## config.mk

```make
export PLATFORM = sky130hd
export DESIGN_NAME = trace_pkt_counter
export DESIGN_NICKNAME = d
export VERILOG_FILES = /design/src/rtl/tpc_pkg.sv /design/src/rtl/tpc_regs.sv /design/src/rtl/tpc_count_fsm.sv /design/src/rtl/tpc_pend_fsm.sv /design/src/rtl/trace_pkt_counter.sv
export SDC_FILE = /design/constraint.sdc
export NUM_CORES = 1
export LEC_CHECK = 0
export BUFFER_PORTS_ARGS = -buffer_cell sky130_fd_sc_hd__buf_2
export CAP_MARGIN = 20
export CORE_MARGIN = 4
export CORE_UTILIZATION = 52
export CTS_CLUSTER_SIZE = 25
export DETAILED_ROUTE_END_ITERATION = 12
export PLACE_DENSITY = 0.85
export SYNTH_ARGS = -nofsm -noshare
export SYNTH_HDL_FRONTEND = slang
export SYNTH_SLANG_ARGS = --single-unit
```

## constraint.sdc

```tcl
create_clock -name clk -period 3.5 [get_ports clk]
set_input_delay 0.7 -clock clk [delete_from_list [all_inputs] [get_ports clk]]
set_output_delay 0.7 -clock clk [all_outputs]
set_load 0.05 [all_outputs]
```

## src/rtl/tpc_pkg.sv

```systemverilog
package tpc_pkg;

    localparam int unsigned OFS_CTRL   = 0;
    localparam int unsigned OFS_RELOAD = 4;
    localparam int unsigned OFS_STATUS = 8;

    localparam int unsigned CB_EN       = 0;
    localparam int unsigned CB_RESP_LO  = 1;
    localparam int unsigned CB_RESP_HI  = 2;
    localparam int unsigned CB_RELOAD   = 3;
    localparam int unsigned CB_INSN_DIS = 4;
    localparam int unsigned CB_SW_DIS   = 5;

    typedef enum logic [1:0] {
        RESP_NONE = 2'b00,
        RESP_IRQ  = 2'b01,
        RESP_NMI  = 2'b10,
        RESP_RSVD = 2'b11
    } resp_e;

    typedef struct packed {
        logic  sw_dis;
        logic  insn_dis;
        resp_e resp;
        logic  cnt_en;
    } ctrl_t;

    typedef enum logic {
        CNT_EMPTY  = 1'b0,
        CNT_ACTIVE = 1'b1
    } cnt_state_e;

    typedef enum logic [1:0] {
        PEND_NONE = 2'b00,
        PEND_IRQ  = 2'b01,
        PEND_NMI  = 2'b10
    } pend_state_e;

endpackage

```

## src/rtl/tpc_regs.sv

```systemverilog
module tpc_regs
    import tpc_pkg::*;
#(
    parameter int DATA_W = 32,
    parameter int ADDR_W = 4,
    parameter int CNT_W  = 11
) (
    input  logic              clk,
    input  logic              rst_n,
    input  logic              reg_wr,
    input  logic [ADDR_W-1:0] reg_addr,
    input  logic [DATA_W-1:0] reg_wdata,
    output logic [DATA_W-1:0] reg_rdata,
    input  logic              irq_pend,
    input  logic              nmi_pend,
    output ctrl_t             ctrl,
    output logic [CNT_W-1:0]  reload_val,
    output logic              reload_req
);

    localparam int CTRL_BITS = CB_SW_DIS + 1;

    logic sel_ctrl;
    logic sel_reload;
    logic sel_status;
    logic unused_wbits;

    assign sel_ctrl   = (reg_addr == ADDR_W'(OFS_CTRL));
    assign sel_reload = (reg_addr == ADDR_W'(OFS_RELOAD));
    assign sel_status = (reg_addr == ADDR_W'(OFS_STATUS));

    assign unused_wbits = ^{reg_wdata[DATA_W-1:CNT_W], sel_status};

    assign reload_req = reg_wr && sel_ctrl && reg_wdata[CB_RELOAD];

    always_ff @(posedge clk or negedge rst_n) begin
        if (!rst_n) begin
            ctrl <= '0;
        end else if (reg_wr && sel_ctrl) begin
            ctrl.cnt_en   <= reg_wdata[CB_EN];
            ctrl.resp     <= resp_e'(reg_wdata[CB_RESP_HI:CB_RESP_LO]);
            ctrl.insn_dis <= reg_wdata[CB_INSN_DIS];
            ctrl.sw_dis   <= reg_wdata[CB_SW_DIS];
        end
    end

    always_ff @(posedge clk or negedge rst_n) begin
        if (!rst_n) begin
            reload_val <= '0;
        end else if (reg_wr && sel_reload) begin
            reload_val <= reg_wdata[CNT_W-1:0];
        end
    end

    always_comb begin
        reg_rdata = '0;
        if (sel_ctrl) begin
            reg_rdata[CTRL_BITS-1:0] = {ctrl.sw_dis, ctrl.insn_dis, 1'b0,
                                        ctrl.resp, ctrl.cnt_en};
        end else if (sel_reload) begin
            reg_rdata[CNT_W-1:0] = reload_val;
        end else if (sel_status) begin
            reg_rdata[2:0] = {nmi_pend, irq_pend, 1'b0};
        end
    end

    // a control write lands in the stored fields on the next edge
    p_ctrl_write_r2: assert property (@(posedge clk) disable iff (!rst_n)
        (reg_wr && sel_ctrl) |=> (ctrl.resp == resp_e'($past(reg_wdata[CB_RESP_HI:CB_RESP_LO]))
                                  && ctrl.cnt_en == $past(reg_wdata[CB_EN])));

    // the reload register keeps exactly the low bits
    p_reload_store_r3: assert property (@(posedge clk) disable iff (!rst_n)
        (reg_wr && sel_reload) |=> (reload_val == $past(reg_wdata[CNT_W-1:0])));

    // status has no writable state
    p_status_ro_r12: assert property (@(posedge clk) disable iff (!rst_n)
        (reg_wr && sel_status) |=> ($stable(ctrl) && $stable(reload_val)));

endmodule

```

## src/rtl/tpc_count_fsm.sv

```systemverilog
module tpc_count_fsm
    import tpc_pkg::*;
#(
    parameter int CNT_W = 11
) (
    input  logic             clk,
    input  logic             rst_n,
    input  logic             cnt_en,
    input  logic             strobe,
    input  logic             reload_req,
    input  logic [CNT_W-1:0] reload_val,
    output logic             expire
);

    localparam logic [CNT_W-1:0] ONE = CNT_W'(1);

    cnt_state_e       state_q, state_d;
    logic [CNT_W-1:0] count_q, count_d;

    always_ff @(posedge clk or negedge rst_n) begin
        if (!rst_n) begin
            state_q <= CNT_EMPTY;
            count_q <= '0;
        end else begin
            state_q <= state_d;
            count_q <= count_d;
        end
    end

    always_comb begin
        state_d = state_q;
        count_d = count_q;
        expire  = 1'b0;
        if (reload_req) begin
            count_d = reload_val;
            state_d = (reload_val == '0) ? CNT_EMPTY : CNT_ACTIVE;
        end else begin
            unique case (state_q)
                CNT_EMPTY: begin
                    count_d = '0;
                end
                CNT_ACTIVE: begin
                    if (cnt_en && strobe) begin
                        if (count_q == ONE) begin
                            expire  = 1'b1;
                            count_d = '0;
                            state_d = CNT_EMPTY;
                        end else begin
                            count_d = count_q - ONE;
                        end
                    end
                end
            endcase
        end
    end

    // an enabled strobe above one takes exactly one off
    p_step_r4: assert property (@(posedge clk) disable iff (!rst_n)
        (state_q == CNT_ACTIVE && cnt_en && strobe && !reload_req && count_q > ONE)
        |=> (count_q == $past(count_q) - ONE));

    // nothing moves without enable or reload
    p_idle_hold_r4: assert property (@(posedge clk) disable iff (!rst_n)
        (!cnt_en && !reload_req) |=> $stable(count_q));

    // expiry empties the counter and it stays empty
    p_expire_empty_r9: assert property (@(posedge clk) disable iff (!rst_n)
        expire |=> (state_q == CNT_EMPTY && count_q == '0));

    p_empty_hold_r9: assert property (@(posedge clk) disable iff (!rst_n)
        (state_q == CNT_EMPTY && !reload_req) |=> (state_q == CNT_EMPTY && !expire));

    // a reload loads the full value regardless of a strobe
    p_reload_wins_r10: assert property (@(posedge clk) disable iff (!rst_n)
        reload_req |=> (count_q == $past(reload_val)));

endmodule

```

## src/rtl/tpc_pend_fsm.sv

```systemverilog
module tpc_pend_fsm
    import tpc_pkg::*;
(
    input  logic  clk,
    input  logic  rst_n,
    input  logic  expire,
    input  resp_e resp,
    input  logic  reload_req,
    output logic  irq_o,
    output logic  nmi_o
);

    pend_state_e state_q, state_d;

    always_ff @(posedge clk or negedge rst_n) begin
        if (!rst_n) begin
            state_q <= PEND_NONE;
        end else begin
            state_q <= state_d;
        end
    end

    always_comb begin
        state_d = state_q;
        if (reload_req) begin
            state_d = PEND_NONE;
        end else if (expire && state_q == PEND_NONE) begin
            unique case (resp)
                RESP_IRQ:  state_d = PEND_IRQ;
                RESP_NMI:  state_d = PEND_NMI;
                RESP_NONE: state_d = PEND_NONE;
                RESP_RSVD: state_d = PEND_NONE;
            endcase
        end
    end

    always_comb begin
        irq_o = 1'b0;
        nmi_o = 1'b0;
        unique case (state_q)
            PEND_NONE: ;
            PEND_IRQ:  irq_o = 1'b1;
            PEND_NMI:  nmi_o = 1'b1;
            default:   ;
        endcase
    end

    p_irq_raise_r5: assert property (@(posedge clk) disable iff (!rst_n)
        (expire && resp == RESP_IRQ && !reload_req) |=> irq_o);

    p_nmi_raise_r6: assert property (@(posedge clk) disable iff (!rst_n)
        (expire && resp == RESP_NMI && !reload_req) |=> nmi_o);

    p_no_action_r7: assert property (@(posedge clk) disable iff (!rst_n)
        (expire && state_q == PEND_NONE && (resp == RESP_NONE || resp == RESP_RSVD))
        |=> (!irq_o && !nmi_o));

    p_reload_clear_r8: assert property (@(posedge clk) disable iff (!rst_n)
        reload_req |=> (!irq_o && !nmi_o));

    p_one_pending_r8: assert property (@(posedge clk) disable iff (!rst_n)
        $onehot0({irq_o, nmi_o}));

endmodule

```

## src/rtl/trace_pkt_counter.sv

```systemverilog
module trace_pkt_counter
    import tpc_pkg::*;
#(
    parameter int DATA_W = 32,
    parameter int ADDR_W = 4,
    parameter int CNT_W  = 11
) (
    input  logic              clk,
    input  logic              rst_n,
    input  logic              reg_wr,
    input  logic [ADDR_W-1:0] reg_addr,
    input  logic [DATA_W-1:0] reg_wdata,
    output logic [DATA_W-1:0] reg_rdata,
    input  logic              pkt_strobe,
    output logic              irq_o,
    output logic              nmi_o,
    output logic              insn_trace_en,
    output logic              sw_trace_en
);

    ctrl_t            ctrl;
    logic [CNT_W-1:0] reload_val;
    logic             reload_req;
    logic             expire;

    tpc_regs #(
        .DATA_W (DATA_W),
        .ADDR_W (ADDR_W),
        .CNT_W  (CNT_W)
    ) u_regs (
        .clk        (clk),
        .rst_n      (rst_n),
        .reg_wr     (reg_wr),
        .reg_addr   (reg_addr),
        .reg_wdata  (reg_wdata),
        .reg_rdata  (reg_rdata),
        .irq_pend   (irq_o),
        .nmi_pend   (nmi_o),
        .ctrl       (ctrl),
        .reload_val (reload_val),
        .reload_req (reload_req)
    );

    tpc_count_fsm #(
        .CNT_W (CNT_W)
    ) u_count (
        .clk        (clk),
        .rst_n      (rst_n),
        .cnt_en     (ctrl.cnt_en),
        .strobe     (pkt_strobe),
        .reload_req (reload_req),
        .reload_val (reload_val),
        .expire     (expire)
    );

    tpc_pend_fsm u_pend (
        .clk        (clk),
        .rst_n      (rst_n),
        .expire     (expire),
        .resp       (ctrl.resp),
        .reload_req (reload_req),
        .irq_o      (irq_o),
        .nmi_o      (nmi_o)
    );

    assign insn_trace_en = ~ctrl.insn_dis;
    assign sw_trace_en   = ~ctrl.sw_dis;

    // gate outputs follow the last control write, inverted
    p_gate_r11: assert property (@(posedge clk) disable iff (!rst_n)
        (reg_wr && reg_addr == ADDR_W'(OFS_CTRL))
        |=> (insn_trace_en == !$past(reg_wdata[CB_INSN_DIS])
             && sw_trace_en == !$past(reg_wdata[CB_SW_DIS])));

endmodule

```

==> impl_metrics.toml, run 1 <==
[final_layout]
layout-drive-gt1-share_pct = 26.4
final_cell_mix = "buf_2, dfrtp_1, conb_1"
final_common_cell = "buf_2"
instances_no_fill = 273
fin_nets = 268
area_delta_synth_final_pct = 9.77
antenna_cells = 0
fill_cells = 294

[clock_network]
cts-buffers-inserted = 5
ctsHoldBuffers = 0
cts.repair.resized = 0
cts_tree = "yes"
root_buffer = "clkbuf_4"
clock_path_buffers = 2
clk_latency_ps = 340
cts.reportedPaths.clkPinSlew_ps = 100
cts_setup_buffers = 0
htree_levels = 2
clock_sinks = 30

[timing]
slew_headroom_pct = 48.7
slew_viol_final = 0
rsz0062_at_grt = "no"
finalCritPeriodShare_pct = 69.7
setup_violations = 0
fmax_ghz = 0.410
tightest_slew_ps = 766
post-route-min-period_ps = 2440
finalClockSkew_ps = 7.11
hold_viol_final = 0
tns_ps = 0

[place]
place_hpwl_um = 3030
io_buffers = 33
place_inst = 265
globalplace.congestion = 0.880

[routing]
wl_per_cell_um = 14.9
ant_nets = 0
drtPass1Iterations = 4
vias = 1547
wl_um = 4080
drtIter0Drc = 69
drc = 0
vias_per_cell = 5.67

[yosys]
synth-main-ff-cell = "dfrtp_1"
synth-seq-area-share_pct = 40.2
ys_ff_latch = 30
synthDominantCellAreaShare_pct = 40.2
postSynthAreaPerCell_sq_um = 9.69
postSynthCellCount = 193
synth_top_cell_by_area = "dfrtp_1"
netlist_area_sq_um = 1870
yosysWarningCount = 0
synth_edf_count = 0
synth_cell_types = 40
synth-async-reset-ratio_pct = 100
synth_area_leaders = "dfrtp_1, mux2_2, buf_4"

[grt]
grt_overflow_total = 0
grt_pass1_wl_um = 6670
grt_pass1_vias = 1467
grt_max_degree = 31
grt_use_total_pct = 19.4
antenna_found_initial = 0

[worst_setup_path]
worstSetupPathType = "input port to output port"
end_kind = "output port"
cp.required_ps = 2800
worstPathArrival_ps = 1740
start_kind = "input port"
crit_fanout = 6

[floorplan]
num_rows = 21
ios = 76
die_w_um = 68.0
core_sq_um = 3420
floorplan.initialDensity_pct = 54.7
fp.dieArea_sq_um = 4620
die-height_um = 68.0

[power]
seqPwrFrac_pct = 48.9
pwr-share-comb_pct = 28.5
vdd_drop_max_mv = 0.290
intPower_mw = 0.606
swShare_pct = 37.3
leakagePower_nw = 0.998
p_sw_mw = 0.361
power_density_nw_per_um2 = 471
pwr-share-clk_pct = 22.6

[run]
drv_cap = 0

[outcome]
status = "finished, final reports clean"

[worst_hold_path]
hold_class = "input port to async pin"
==> final timing paths <==
path,depth (start not counted),startpoint,end,slack (ps)
max in group asynchronous,1,rst_n,u_count.count_q[3]$_DFFE_PN0P_,2690
worst max register to register,5,u_count.count_q[5]$_DFFE_PN0P_,u_count.count_q[2]$_DFFE_PN0P_,1230
worst max-delay path,4,reg_addr[1],reg_rdata[4],1060
min in group clk,1,u_regs.ctrl[3]$_DFFE_PN0N_,u_regs.ctrl[3]$_DFFE_PN0N_,550
worst min-delay path,1,rst_n,u_count.count_q[10]$_DFFE_PN0P_,380
worst min register to register,1,u_regs.ctrl[3]$_DFFE_PN0N_,u_regs.ctrl[3]$_DFFE_PN0N_,550
==> flip-flops by register name (all words and copies together) (netlist names) <==
signal,flops
u_count.count_q,11
u_pend.state_q,2
u_regs.reload_val,11
u_count.state_q,1
u_regs.ctrl,5
==> synth_stat cells (all sizes together), types with 2 or more instances <==
cell / instances
dfrtp: 30
ha: 2
nor2b: 4
o211ai: 6
nor3: 5
mux2i: 5
inv: 7
nand3: 6
o311ai: 2
and3: 6
a22oi: 6
a41oi: 2
mux2: 16
a21oi: 3
or4: 7
o31ai: 2
nor4: 3
nand2b: 2
o221ai: 2
nand2: 11
or3: 9
clkbuf: 6
nor2: 11
a31oi: 2
buf: 23
o31a: 2
==> power groups by stage <==
| stage | registers [mW] | clock network (mW) | logic [mW] |
|---|---|---|---|
| finish | 0.473 | 0.219 | 0.275 |
| detailed placement | 0.478 | 0 | 0.275 |
| global placement | 0.473 | 0 | 0.270 |
| floorplan | 0.456 | 0 | 0.242 |
| global route | 0.479 | 0.242 | 0.304 |
| CTS | 0.471 | 0.223 | 0.276 |
==> final cells by class <==
class | count | area, sq um | area share [%]
clock inverters | 1 | 5.00 | 0.244
flip-flops and latches | 30 | 751 | 36.6
well taps | 46 | 57.6 | 2.80
inverters | 7 | 26.3 | 1.28
multi-input cells | 147 | 977 | 47.6
repair buffers | 35 | 180 | 8.78
clock buffers | 7 | 55.1 | 2.68
==> cell families (layout without fill, tap and decap cells) <==
group,after synthesis,in the layout,share of synthesized area (%)
AND/OR/NAND/NOR,69,69,20.4
buffers and inverters,36,50,11.6
AO/OA/AOI/OAI,34,34,14.0
flip-flops,30,30,40.2
multiplexers,21,21,12.3
adder cells (fa/ha/maj),2,2,1.34
other,1,21,0.201
==> per-layer routing <==
layer,up-vias,routed length (um),global-route usage [%]
li1,744,-,-
met1,737,1810,25.8
met2,60,1910,29.2
met3,6,308,5.25
met4,0,48,8.93
met5,-,0,0
==> worst max-delay path, stage by stage <==
cell	delay (ps)
buf_2	120
or3_1	490
nor2_1	160
buf_2	280
==> per-stage QoR <==
stage	utilization [%]	instance area (sq um)	hold slack (ps)	worst slack, ps	power [mW]
2_1_floorplan	-	1940	404	434	0.698
3_3_place_gp	58.3	1990	520	1020	0.744
3_5_place_dp	58.3	1990	524	1020	0.754
4_1_cts	60.1	2050	408	1060	0.970
5_1_grt	60.1	2050	426	1020	1.03
6_report	60.1	2050	381	1060	0.967
(Power assumes the default switching activity.)
==> run 2: changes to the inputs <==
--- a/config.mk
+++ b/config.mk
@@ -8,10 +8,10 @@
 export BUFFER_PORTS_ARGS = -buffer_cell sky130_fd_sc_hd__buf_2
 export CAP_MARGIN = 20
 export CORE_MARGIN = 4
-export CORE_UTILIZATION = 52
+export CORE_UTILIZATION = 44
 export CTS_CLUSTER_SIZE = 25
 export DETAILED_ROUTE_END_ITERATION = 12
-export PLACE_DENSITY = 0.85
+export PLACE_DENSITY = 0.77
 export SYNTH_ARGS = -nofsm -noshare
 export SYNTH_HDL_FRONTEND = slang
 export SYNTH_SLANG_ARGS = --single-unit
==> constraint.sdc (replaced) <==
create_clock -name clk -period 2.15 [get_ports clk]
set_input_delay 0.43 -clock clk [delete_from_list [all_inputs] [get_ports clk]]
set_output_delay 0.43 -clock clk [all_outputs]
set_load 0.05 [all_outputs]
==> impl_metrics.toml, run 2 (synthesized netlist as in run 1, its figures left out) <==
[place]
globalplace.congestion = 0.880
place_hpwl_um = 3350
post-place-ws_ps = 57.5
place_inst = 279
io_buffers = 33

[final_layout]
final_util_pct = 53.8
area_delta_synth_final_pct = 16.8
reg.largest.list = "u_count.count_q (11), u_regs.reload_val (11), u_regs.ctrl (5)"
antenna_cells = 0
layout-drive-gt1-share_pct = 31.2
final_cell_mix = "buf_2, dfrtp_1, conb_1"
instances_no_fill = 287
fill_cells = 346
multi_input_area_sq_um = 993
fin_nets = 278
final_common_cell = "buf_2"
seq_area_sq_um = 751

[clock_network]
clock_path_buffers = 2
cts.repair.resized = 0
clock_sinks = 30
cts_tree = "yes"
cts-buffers-inserted = 5
clk_latency_ps = 290
htree_levels = 2
root_buffer = "clkbuf_8"
ctsHoldBuffers = 0
cts.reportedPaths.clkPinSlew_ps = 80
cts_setup_buffers = 0

[routing]
ant_nets = 0
drc = 0
wl_per_cell_um = 15.7
drtIter0Drc = 80
wl_um = 4500
vias = 1660
vias_per_cell = 5.78
drtPass1Iterations = 4

[power]
p_sw_mw = 0.633
leakagePower_nw = 1.06
swShare_pct = 36.6
intPower_mw = 1.09
power_density_nw_per_um2 = 791
pwr-share-clk_pct = 28.3
seqPwrFrac_pct = 44.8
vdd_drop_max_mv = 0.477
pwr-share-comb_pct = 26.9

[floorplan]
ios = 76
fp.dieArea_sq_um = 5360
die-height_um = 73.2
floorplan.initialDensity_pct = 46.1
die_w_um = 73.2
core_sq_um = 4060
num_rows = 23

[worst_setup_path]
worstPathArrival_ps = 2200
max_stage_delay_ps = 650
start_kind = "flip-flop"
rr_worst_depth = 5
r2r-start = "u_count.count_q[5]$_DFFE_PN0P_"
cp-startpoint = "u_count.count_q[5]$_DFFE_PN0P_"
cpMaxStageDelayCell = "or4_1"
crit_fanout = 7
worstSetupPathType = "flip-flop to flip-flop"
cp.required_ps = 2280
end_kind = "flip-flop"
crit_chain = "or4_1 -> nor4_2 -> buf_4 -> nand2b_1 -> o311ai_0"

[timing]
finalClockSkew_ps = 10.8
slew_viol_final = 0
fmax_ghz = 0.483
hold_viol_final = 0
slew_headroom_pct = 57.1
post-route-min-period_ps = 2070
setup_violations = 0
tightest_slew_ps = 644
finalCritPeriodShare_pct = 96.3
worst_slack_ps = 79.0

[grt]
use_met3_pct = 4.41
grt_use_total_pct = 17.6
grt_max_degree = 31
grt_pass1_wl_um = 7290
grt_pass1_vias = 1553
grt_overflow_total = 0
met1_usage_pct = 23.7
antenna_found_initial = 0
top_usage_layer = "met2"
use_met2_pct = 27.6

[run]
drv_cap = 0

[outcome]
status = "finished, final reports clean"

[worst_hold_path]
hold_class = "input port to async pin"
## run 2: final timing paths
path	end	slack, ps
hold / removal	u_regs.reload_val[0]$_DFFE_PN0P_	160
setup / recovery	u_count.count_q[2]$_DFFE_PN0P_	80
min in group clk	u_regs.reload_val[10]$_DFFE_PN0P_	370
setup reg to reg	u_count.count_q[2]$_DFFE_PN0P_	80
hold reg to reg	u_regs.ctrl[3]$_DFFE_PN0N_	550
max in group asynchronous	u_count.count_q[1]$_DFFE_PN0P_	1560
## run 2: routing by layer
metal | up-vias | wire length (um)
met5 | - | 0
met4 | 0 | 93
met3 | 10 | 375
met2 | 84 | 2200
met1 | 802 | 1830
li1 | 764 | -
## run 2: power by group through the flow
stage	Clock, mW	Combinational (mW)	Sequential [mW]
floorplan	0	0.395	0.742
global placement	0	0.450	0.780
detailed placement	0	0.462	0.783
CTS	0.493	0.465	0.772
global route	0.520	0.507	0.790
finish	0.489	0.465	0.773
## run 2: through the flow
stage / setup TNS (ps) / cell area, sq um / hold WS (ps) / power, mW
CTS: 0 / 2180 / 187 / 1.73
detailed placement: 0 / 2080 / 500 / 1.24
global placement: 0 / 2080 / 496 / 1.23
global route: -4.90 / 2180 / 221 / 1.82
finish: 0 / 2180 / 158 / 1.73
floorplan: -487 / 1950 / 134 / 1.14
## run 2: worst max-delay path: cells and delay by family, from the launching register on
kind	cells	cell delay [ps]
AND/OR/NAND/NOR	3	1160
AO/OA/AOI/OAI	1	170
buffers and inverters	1	210
flip-flops	1	380
## run 2: area by class of cell
class	instances	share of cell area, %
timing repair buffer	45	11.7
clock buffer	6	3.78
clock inverter	2	0.573
tap	50	2.87
multi-input combinational	147	45.5
sequential	30	34.4
inverter	7	1.20
